$ cat src/rtl/i2c_reg_target.sv
module i2c_reg_target #(
  parameter logic [6:0] BASE_ADDR = 7'h50,
  parameter int SEL_BIT = 1,
  parameter int REG_AW = 4
) (
  input  logic              clk,
  input  logic              rst_n,
  input  logic              scl_i,
  input  logic              sda_i,
  input  logic              addr_sel_i,
  output logic              sda_oe_o,
  output logic [REG_AW-1:0] reg_addr_o,
  output logic [7:0]        reg_wdata_o,
  output logic              reg_we_o,
  input  logic [7:0]        reg_rdata_i
);
  typedef enum logic [2:0] {M_IDLE, M_DEV, M_SUB, M_WR, M_RDW, M_RD} mode_t;

  mode_t             mode;
  logic              scl_q, sda_q, oe;
  logic [3:0]        bitcnt;
  logic [7:0]        rx, tx;
  logic [REG_AW-1:0] ptr;
  logic [6:0]        my_addr;

  assign my_addr = (BASE_ADDR & ~(7'd1 << SEL_BIT)) | (7'(addr_sel_i) << SEL_BIT);

  wire scl_rise = scl_i & ~scl_q;
  wire scl_fall = ~scl_i & scl_q;
  wire start_c  = scl_i & scl_q & sda_q & ~sda_i;
  wire stop_c   = scl_i & scl_q & ~sda_q & sda_i;
  wire byte_end = scl_fall && bitcnt == 4'd8;

  assign reg_we_o    = byte_end && mode == M_WR && !start_c && !stop_c;
  assign reg_wdata_o = rx;
  assign reg_addr_o  = ptr;
  assign sda_oe_o    = oe;

  always_ff @(posedge clk or negedge rst_n) begin
    if (!rst_n) begin
      mode   <= M_IDLE;
      scl_q  <= 1'b1;
      sda_q  <= 1'b1;
      oe     <= 1'b0;
      bitcnt <= '0;
      rx     <= '0;
      tx     <= '0;
      ptr    <= '0;
    end else begin
      scl_q <= scl_i;
      sda_q <= sda_i;
      if (start_c) begin
        mode   <= M_DEV;
        bitcnt <= '0;
        oe     <= 1'b0;
      end else if (stop_c) begin
        mode <= M_IDLE;
        oe   <= 1'b0;
      end else if (mode != M_IDLE) begin
        if (scl_rise) begin
          if (bitcnt == 4'd8) begin
            bitcnt <= '0;
            if (mode == M_RD) begin
              ptr <= ptr + 1'b1;
              if (sda_i) mode <= M_IDLE;
            end
          end else begin
            bitcnt <= bitcnt + 4'd1;
            rx     <= {rx[6:0], sda_i};
          end
        end else if (scl_fall) begin
          if (bitcnt == 4'd8) begin
            case (mode)
              M_DEV: begin
                if (rx[7:1] == my_addr) begin
                  oe   <= 1'b1;
                  mode <= rx[0] ? M_RDW : M_SUB;
                end else begin
                  mode <= M_IDLE;
                end
              end
              M_SUB: begin
                ptr  <= rx[REG_AW-1:0];
                oe   <= 1'b1;
                mode <= M_WR;
              end
              M_WR: begin
                ptr <= ptr + 1'b1;
                oe  <= 1'b1;
              end
              default: oe <= 1'b0;
            endcase
          end else if (bitcnt == 4'd0) begin
            if (mode == M_RD || mode == M_RDW) begin
              oe   <= ~reg_rdata_i[7];
              tx   <= {reg_rdata_i[6:0], 1'b0};
              mode <= M_RD;
            end else begin
              oe <= 1'b0;
            end
          end else if (mode == M_RD) begin
            oe <= ~tx[7];
            tx <= {tx[6:0], 1'b0};
          end
        end
      end
    end
  end
endmodule


$ cat config.mk
export PLATFORM = sky130hd
export DESIGN_NAME = i2c_reg_target
export DESIGN_NICKNAME = d
export VERILOG_FILES = /design/src/rtl/i2c_reg_target.sv
export SDC_FILE = /design/constraint.sdc
export NUM_CORES = 1
export LEC_CHECK = 0
export BUFFER_PORTS_ARGS = -buffer_cell sky130_fd_sc_hd__buf_2
export CORE_MARGIN = 2
export CORE_UTILIZATION = 35
export DETAILED_ROUTE_END_ITERATION = 10
export GPL_TIMING_DRIVEN = 1
export PLACE_DENSITY = 0.54
export SLEW_MARGIN = 20
export SYNTH_ARGS = -nofsm -noshare
export SYNTH_HDL_FRONTEND = slang
export SYNTH_SLANG_ARGS = --single-unit
export TNS_END_PERCENT = 50
$ cat constraint.sdc
create_clock -name clk -period 2.7 [get_ports clk]
set_input_delay 0.27 -clock clk [delete_from_list [all_inputs] [get_ports clk]]
set_output_delay 0.27 -clock clk [all_outputs]
set_load 0.05 [all_outputs]
==> impl_metrics.py, run 1 <==
metrics = {
    "run_status": {
        "status": "complete, no violations",
    },
    "final_layout": {
        "multiInputGateArea_um2": 901,
        "final_area_mm2": 0.00196,
        "fin_cells": 262,
        "nNetsFinal": 213,
        "fill_cells": 482,
        "area_growth_pct": 14.9,
        "diodes": 0,
        "drive_gt1_share_pct": 28.2,
        "regArea_um2": 728,
    },
    "placement": {
        "pre_cts_ws_ps": 505,
        "dpl.hpwl_um": 2710,
        "place_congestion": 0.886,
        "numPortBuffers": 26,
        "dpl.cell_count": 254,
        "placed_area_mm2": 0.00187,
    },
    "timing": {
        "hold_viol": 0,
        "fin_skew_ps": 8.89,
        "setup_ws_ps": 502,
        "setup_viol": 0,
        "period_needed_ps": 2200,
        "drv_slew": 0,
        "worst_pin_slew_ps": 687,
        "fin_crit_sh_pct": 81.4,
        "fmax_mhz": 455,
        "relSlewSlack_pct": 54.2,
        "setup-tns-final_ps": 0,
        "rsz0062_at_grt": "false",
    },
    "worst_setup_path": {
        "cp-end-kind": "register",
        "required_ps": 2870,
        "cp-start-kind": "register",
        "cp_max_fo": 14,
        "path_class": "reg2reg",
        "r2r_start": "scl_q",
        "crit_arrival_ps": 2370,
        "startpoint": "scl_q",
    },
    "synth": {
        "synth_area_mm2": 0.00171,
        "synthArstFlopShare_pct": 100,
        "synth_edf_count": 0,
        "synthDominantCellAreaShare_pct": 39.5,
        "synth_seq_cells": 29,
        "yosys_warnings": 0,
        "synth_seq_area_share_pct": 42.6,
        "synth_top_cell_by_area": "dfrtp_1",
        "synthFlopType": "dfrtp_1",
        "synth.avg_cell_area_um2": 10.1,
        "synth_area_leaders": "dfrtp_1 (40%), mux2i_1 (7.0%), mux2_2 (6.6%), ha_1 (4.4%), a21oi_1 (3.5%)",
        "netlist_instances": 169,
        "synth_nets": 188,
        "synth_cell_types": 48,
    },
    "routing": {
        "drt_iter0_markers": 74,
        "vias": 1340,
        "wl_per_cell_um": 14.0,
        "ant_nets": 0,
        "avgViaCountPerCell": 5.11,
        "wl_um": 3660,
        "drc": 0,
        "drtPass1Iterations": 4,
    },
    "power_and_ir_drop": {
        "power_density_mw_per_mm2": 1020,
        "power.total_mw": 2.01,
        "leakage_nw": 0.907,
        "vdd_drop_max_uv": 675,
    },
    "global_routing": {
        "grt_pass1_vias": 1326,
        "grt_pass1_wl_um": 6080,
        "gr-usage-all-layers_pct": 14.6,
        "grt_overflow": 0,
        "antenna_found_initial": 0,
        "grt_start_max_net_pins": 30,
    },
    "floorplan": {
        "dieWidth_um": 73.9,
        "num_rows": 25,
        "num_io_pins": 27,
        "dieArea_mm2": 0.00546,
        "start_util_pct": 36.2,
        "design.core.area_mm2": 0.00472,
        "die_h_um": 73.9,
    },
    "clock_tree": {
        "clk_pin_slew_ps": 70,
        "clock_tree.buffer_depth": 2,
        "cts_resized": 0,
        "insertion_delay_ps": 280,
        "cts_buffers": 5,
        "cts-root-buf": "clkbuf_8",
        "postCtsHoldBufs": 0,
        "cts_tree": "yes",
        "htree_num_levels": 2,
        "cts.sinks": 29,
        "post_cts_buffers": 0,
    },
    "worst_hold_path": {
        "hold_class": "in2async",
    },
    "job": {
        "max_cap_viol_count": 0,
    },
}
placed cells by master (no fill, tap or decap), types with 3 or more instances in the layout:
cell type,count
a21oi_1,12
buf_2,26
clkbuf_8,6
dfrtp_1,27
ha_1,6
inv_1,6
mux2_2,10
mux2i_1,12
nand2_1,13
nand2b_1,7
nand3_1,3
nor2_1,10
nor3_1,3
o21ai_0,6
o21ai_1,5
o21ai_2,3
registers in the layout (all words and copies together) (netlist names):
| register | cells |
|---|---|
| reg_addr_o | 4 |
| bitcnt | 4 |
| reg_wdata_o | 8 |
| mode | 3 |
| sda_oe_o | 1 |
| scl_q | 1 |
| sda_q | 1 |
| tx | 7 |
report_power, final:
part / total [mW] / internal [mW] / switching (mW)
clock network: 0.366 / 0.207 / 0.159
logic: 0.882 / 0.336 / 0.546
registers: 0.762 / 0.584 / 0.178
total: 2.01 / 1.13 / 0.882
critical path, stage by stage (launching register included):
cell,delay (ps)
dfstp_2,540
inv_1,50
ha_1,280
or3b_1,430
or4_4,610
nand2_1,130
o21ai_2,60
final timing paths:
check	to	slack, ps	cells after the start
setup / recovery	tx[6]	500	6
hold reg to reg	tx[7]	500	2
setup reg to reg	tx[6]	500	6
hold / removal	mode[2]	30	1
min in group clk	scl_q	130	1
max in group asynchronous	bitcnt[0]	2250	1
cells in the mapped netlist, types with 2 or more instances:
cell       n
a21oi_1   12
mux2i_1   12
o21ai_0    6
buf_6      2
ha_1       6
buf_2      6
a22o_1     2
nor2_1    10
dfstp_2    2
xnor2_1    2
a31o_2     2
nand2b_1   7
o21ai_2    3
o21ai_1    5
inv_1      6
nor3b_1    2
mux2_2    10
dfrtp_1   27
nor2b_1    2
nand2_1   13
nor3_1     3
nand3_1    3
final cells by class:
class,count,area share (%)
Tap cell,67,4.27
Multi-Input combinational cell,125,45.9
Timing Repair Buffer,27,7.01
Clock buffer,8,4.59
Inverter,6,1.15
Sequential cell,29,37.1
stage by stage:
step	hold WS, ps	utilization [%]
CTS	45.1	41.6
global route	65.1	41.6
finish	26.3	41.6
floorplan	-25.6	-
detailed placement	347	39.7
global placement	338	39.7
cells by family after synthesis:
family | share of synthesized area, %
and+or+nand+nor | 16.7
adders and majority gates | 4.39
AOI/OAI and AO/OA | 16.5
buffers and inverters | 4.68
DFF | 42.6
xor gates and xnor gates | 1.54
muxes | 13.6
layer usage:
metal	global-route usage [%]	share of wire, %	vias to the layer above
met4	5.45	1.5	0
li1	-	-	659
met2	21.9	45	24
met3	4.39	4.4	7
met5	0	0	-
met1	19.9	49	650
(Power assumes the default switching activity.)
==> inputs of run 2 (changes only) <==
--- a/config.mk
+++ b/config.mk
@@ -5,12 +5,13 @@
 export SDC_FILE = /design/constraint.sdc
 export NUM_CORES = 1
 export LEC_CHECK = 0
+export ABC_AREA = 1
 export BUFFER_PORTS_ARGS = -buffer_cell sky130_fd_sc_hd__buf_2
 export CORE_MARGIN = 2
 export CORE_UTILIZATION = 35
 export DETAILED_ROUTE_END_ITERATION = 10
 export GPL_TIMING_DRIVEN = 1
-export PLACE_DENSITY = 0.54
+export PLACE_DENSITY = 0.53
 export SLEW_MARGIN = 20
 export SYNTH_ARGS = -nofsm -noshare
 export SYNTH_HDL_FRONTEND = slang
==> constraint.sdc (replaced) <==
create_clock -name clk -period 2.1 [get_ports clk]
set_input_delay 0.21 -clock clk [delete_from_list [all_inputs] [get_ports clk]]
set_output_delay 0.21 -clock clk [all_outputs]
set_load 0.05 [all_outputs]
==> run 2 against run 1 <==
Effect of this change: first-iteration DRC count shrank 16%; total power grew 47%; critical path type is now reg2out; sequential power grew 25%; synthesized cell count grew 32%; clock power grew 64%; worst setup slack lost 370 ps; cell count grew 24%; global-route usage grew 0.30 points; via count grew 16%; count of clock-buffer cells in the layout shrank 1; largest power group unchanged.
==> impl_metrics.py, run 2 <==
metrics = {
    "routing": {
        "ant_nets": 0,
        "drtPass1Iterations": 4,
        "wl_um": 3870,
        "drc": 0,
        "wl_per_cell_um": 11.9,
        "avgViaCountPerCell": 4.75,
        "vias": 1548,
        "drt_iter0_markers": 62,
    },
    "synth": {
        "synth_nets": 242,
        "synth_seq_area_share_pct": 40.0,
        "synthArstFlopShare_pct": 100,
        "synth_seq_cells": 29,
        "synth.avg_cell_area_um2": 8.17,
        "synth_most_common_cell": "nand2_1",
        "synth_edf_count": 0,
        "yosys_warnings": 0,
        "netlist_instances": 223,
        "synth_cell_types": 32,
        "synth_top_cell_by_area": "dfrtp_1",
        "synthFlopType": "dfrtp_1",
        "synth_area_mm2": 0.00182,
        "synthDominantCellAreaShare_pct": 37.1,
        "synth_area_leaders": "dfrtp_1 (37%), nand2_1 (13%), o21ai_2 (6.3%), inv_1 (4.7%), ha_1 (4.1%)",
        "ys_top_cells_by_count": "nand2_1 (62), dfrtp_1 (27), inv_1 (23)",
    },
    "final_layout": {
        "multiInputGateArea_um2": 965,
        "area_growth_pct": 17.7,
        "final_common_cell": "nand2_1",
        "fill_cells": 546,
        "layout_common_cells": "nand2_1 (62), dfrtp_1 (27), buf_2 (25), inv_1 (23), nor2_1 (14)",
        "nNetsFinal": 274,
        "largest_register_ffs": 8,
        "diodes": 0,
        "regArea_um2": 728,
        "final_util_pct": 42.3,
        "drive_gt1_share_pct": 28.1,
    },
    "power_and_ir_drop": {
        "vdd_drop_max_uv": 498,
        "power.total_mw": 2.95,
        "switching_share_pct": 45.9,
        "power_frac_comb_pct": 47.3,
        "p_sw_mw": 1.35,
        "leakage_nw": 1.11,
        "power_density_mw_per_mm2": 1370,
        "clockPowerShare_pct": 20.4,
        "seqPwrFrac_pct": 32.4,
        "power.internal_mw": 1.60,
    },
    "placement": {
        "dpl.hpwl_um": 2850,
        "place_congestion": 0.835,
        "numPortBuffers": 26,
    },
    "timing": {
        "drv_slew": 0,
        "rsz0062_at_grt": "false",
        "hold_viol": 0,
        "setup_viol": 0,
        "fin_crit_sh_pct": 93.6,
        "relSlewSlack_pct": 55.0,
        "worst_pin_slew_ps": 676,
        "fmax_mhz": 509,
        "period_needed_ps": 1970,
        "fin_skew_ps": 2.23,
        "setup-tns-final_ps": 0,
    },
    "clock_tree": {
        "insertion_delay_ps": 280,
        "cts_tree": "yes",
        "cts-root-buf": "clkbuf_8",
        "clock_tree.buffer_depth": 2,
        "clk_pin_slew_ps": 60,
        "htree_num_levels": 2,
        "cts.sinks": 29,
        "cts_buffers": 5,
    },
    "global_routing": {
        "grt_overflow": 0,
        "grt_pass1_vias": 1432,
        "gr-usage-all-layers_pct": 14.9,
        "antenna_found_initial": 0,
        "grt_pass1_wl_um": 6960,
        "grt_start_max_net_pins": 30,
    },
    "worst_setup_path": {
        "path_class": "reg2out",
        "cp-end-kind": "output pin",
        "r2r_cells": 9,
        "cp-start-kind": "register",
        "required_ps": 1890,
        "cp_slowest_cell": "dfstp_2",
        "cp_max_fo": 9,
        "crit_chain": "ha_1 > inv_1 > o21ai_2 > nand2_2 > nand2_1 > nor3_2 > clkbuf_4",
        "crit_arrival_ps": 1760,
        "slowest_delay_ps": 540,
    },
    "floorplan": {
        "dieArea_mm2": 0.00580,
        "die_h_um": 76.1,
        "start_util_pct": 35.9,
        "num_io_pins": 27,
        "dieWidth_um": 76.1,
        "design.core.area_mm2": 0.00507,
        "num_rows": 26,
    },
    "run_status": {
        "status": "complete, no violations",
    },
    "worst_hold_path": {
        "hold_class": "in2reg",
        "holdPathStages": 1,
    },
    "job": {
        "max_cap_viol_count": 0,
    },
}
==> run 2: cell count changes in the layout (fill, tap and decap cells not counted), moves of 3 or more <==
cell      change
nand2_1      +49
inv_1        +17
mux2_2       -10
o21ai_2      +10
nand2b_1      -7
nand3_1       +7
a21oi_1       -6
mux2i_1       -6
nand2_2       +6
nand4_1       +4
nor2_1        +4
o21ai_1       -3
==> run 2: cell families after synthesis <==
| logic type | share of synthesized area, % |
|---|---|
| simple gates | 28.9 |
| xor+xnor | 1.44 |
| fa+ha+maj | 4.12 |
| buf+inv | 7.35 |
| compound gates | 14.9 |
| mux | 3.30 |
| flops | 40.0 |
==> run 2: area by class of cell <==
| type | count | share of cell area [%] |
|---|---|---|
| Clock inverter | 1 | 1.40 |
| Tap cell | 70 | 4.08 |
| Clock buffer | 7 | 4.03 |
| Inverter | 26 | 4.55 |
| Multi-Input combinational cell | 165 | 45.0 |
| Timing Repair Buffer | 28 | 7.00 |
| Sequential cell | 29 | 34.0 |
==> run 2: through the flow <==
stage               area [um2]  setup WS (ps)  std cells  hold slack (ps)
floorplan                 1830            309        223            -85.6
global placement          2020            321        317              292
detailed placement        2020            332        317              297
CTS                       2140            119        326             53.5
global route              2140           26.8        326             47.1
finish                    2140            135        326             59.2
==> run 2: power groups by stage <==
| stage | Combinational [mW] | Sequential [mW] | Clock (mW) |
|---|---|---|---|
| 2_1_floorplan | 0.835 | 1.24 | 0 |
| 6_report | 1.39 | 0.954 | 0.600 |
| 3_3_place_gp | 1.40 | 0.963 | 0 |
| 4_1_cts | 1.41 | 0.955 | 0.619 |
| 3_5_place_dp | 1.41 | 0.960 | 0 |
| 5_1_grt | 1.56 | 0.995 | 0.650 |
==> run 2: final timing paths <==
path                          start             to  slack (ps)
setup / recovery              scl_q       reg_we_o         130
hold / removal                scl_i          scl_q          60
setup reg to reg              scl_q        mode[0]         310
hold reg to reg            sda_oe_o       sda_oe_o         480
max in group asynchronous     rst_n          tx[2]        1160
min in group asynchronous     rst_n  reg_addr_o[2]         500
==> run 2: per-layer routing <==
metal	wire length [um]	part of all wire [%]	global-route usage, %	up-vias
met5	0	0	0	-
met4	65	1.7	6.18	0
met3	158	4.1	3.55	5
met2	1760	45	23.1	31
met1	1890	49	20.1	714
li1	-	-	-	798
==> run 2: timing repair <==
item	CTS	global route
hold buffers	1	0
endpoints found under the hold margin	27	0
buffers inserted	0	0
resized for setup	0	1
endpoints found under the setup margin	0	1
==> run 2: critical path, delay by kind of cell, from the launching register on <==
kind / cells / cell delay, ps
flops: 1 / 540
buf+inv: 2 / 280
compound gates: 1 / 120
fa+ha+maj: 1 / 210
simple gates: 3 / 330
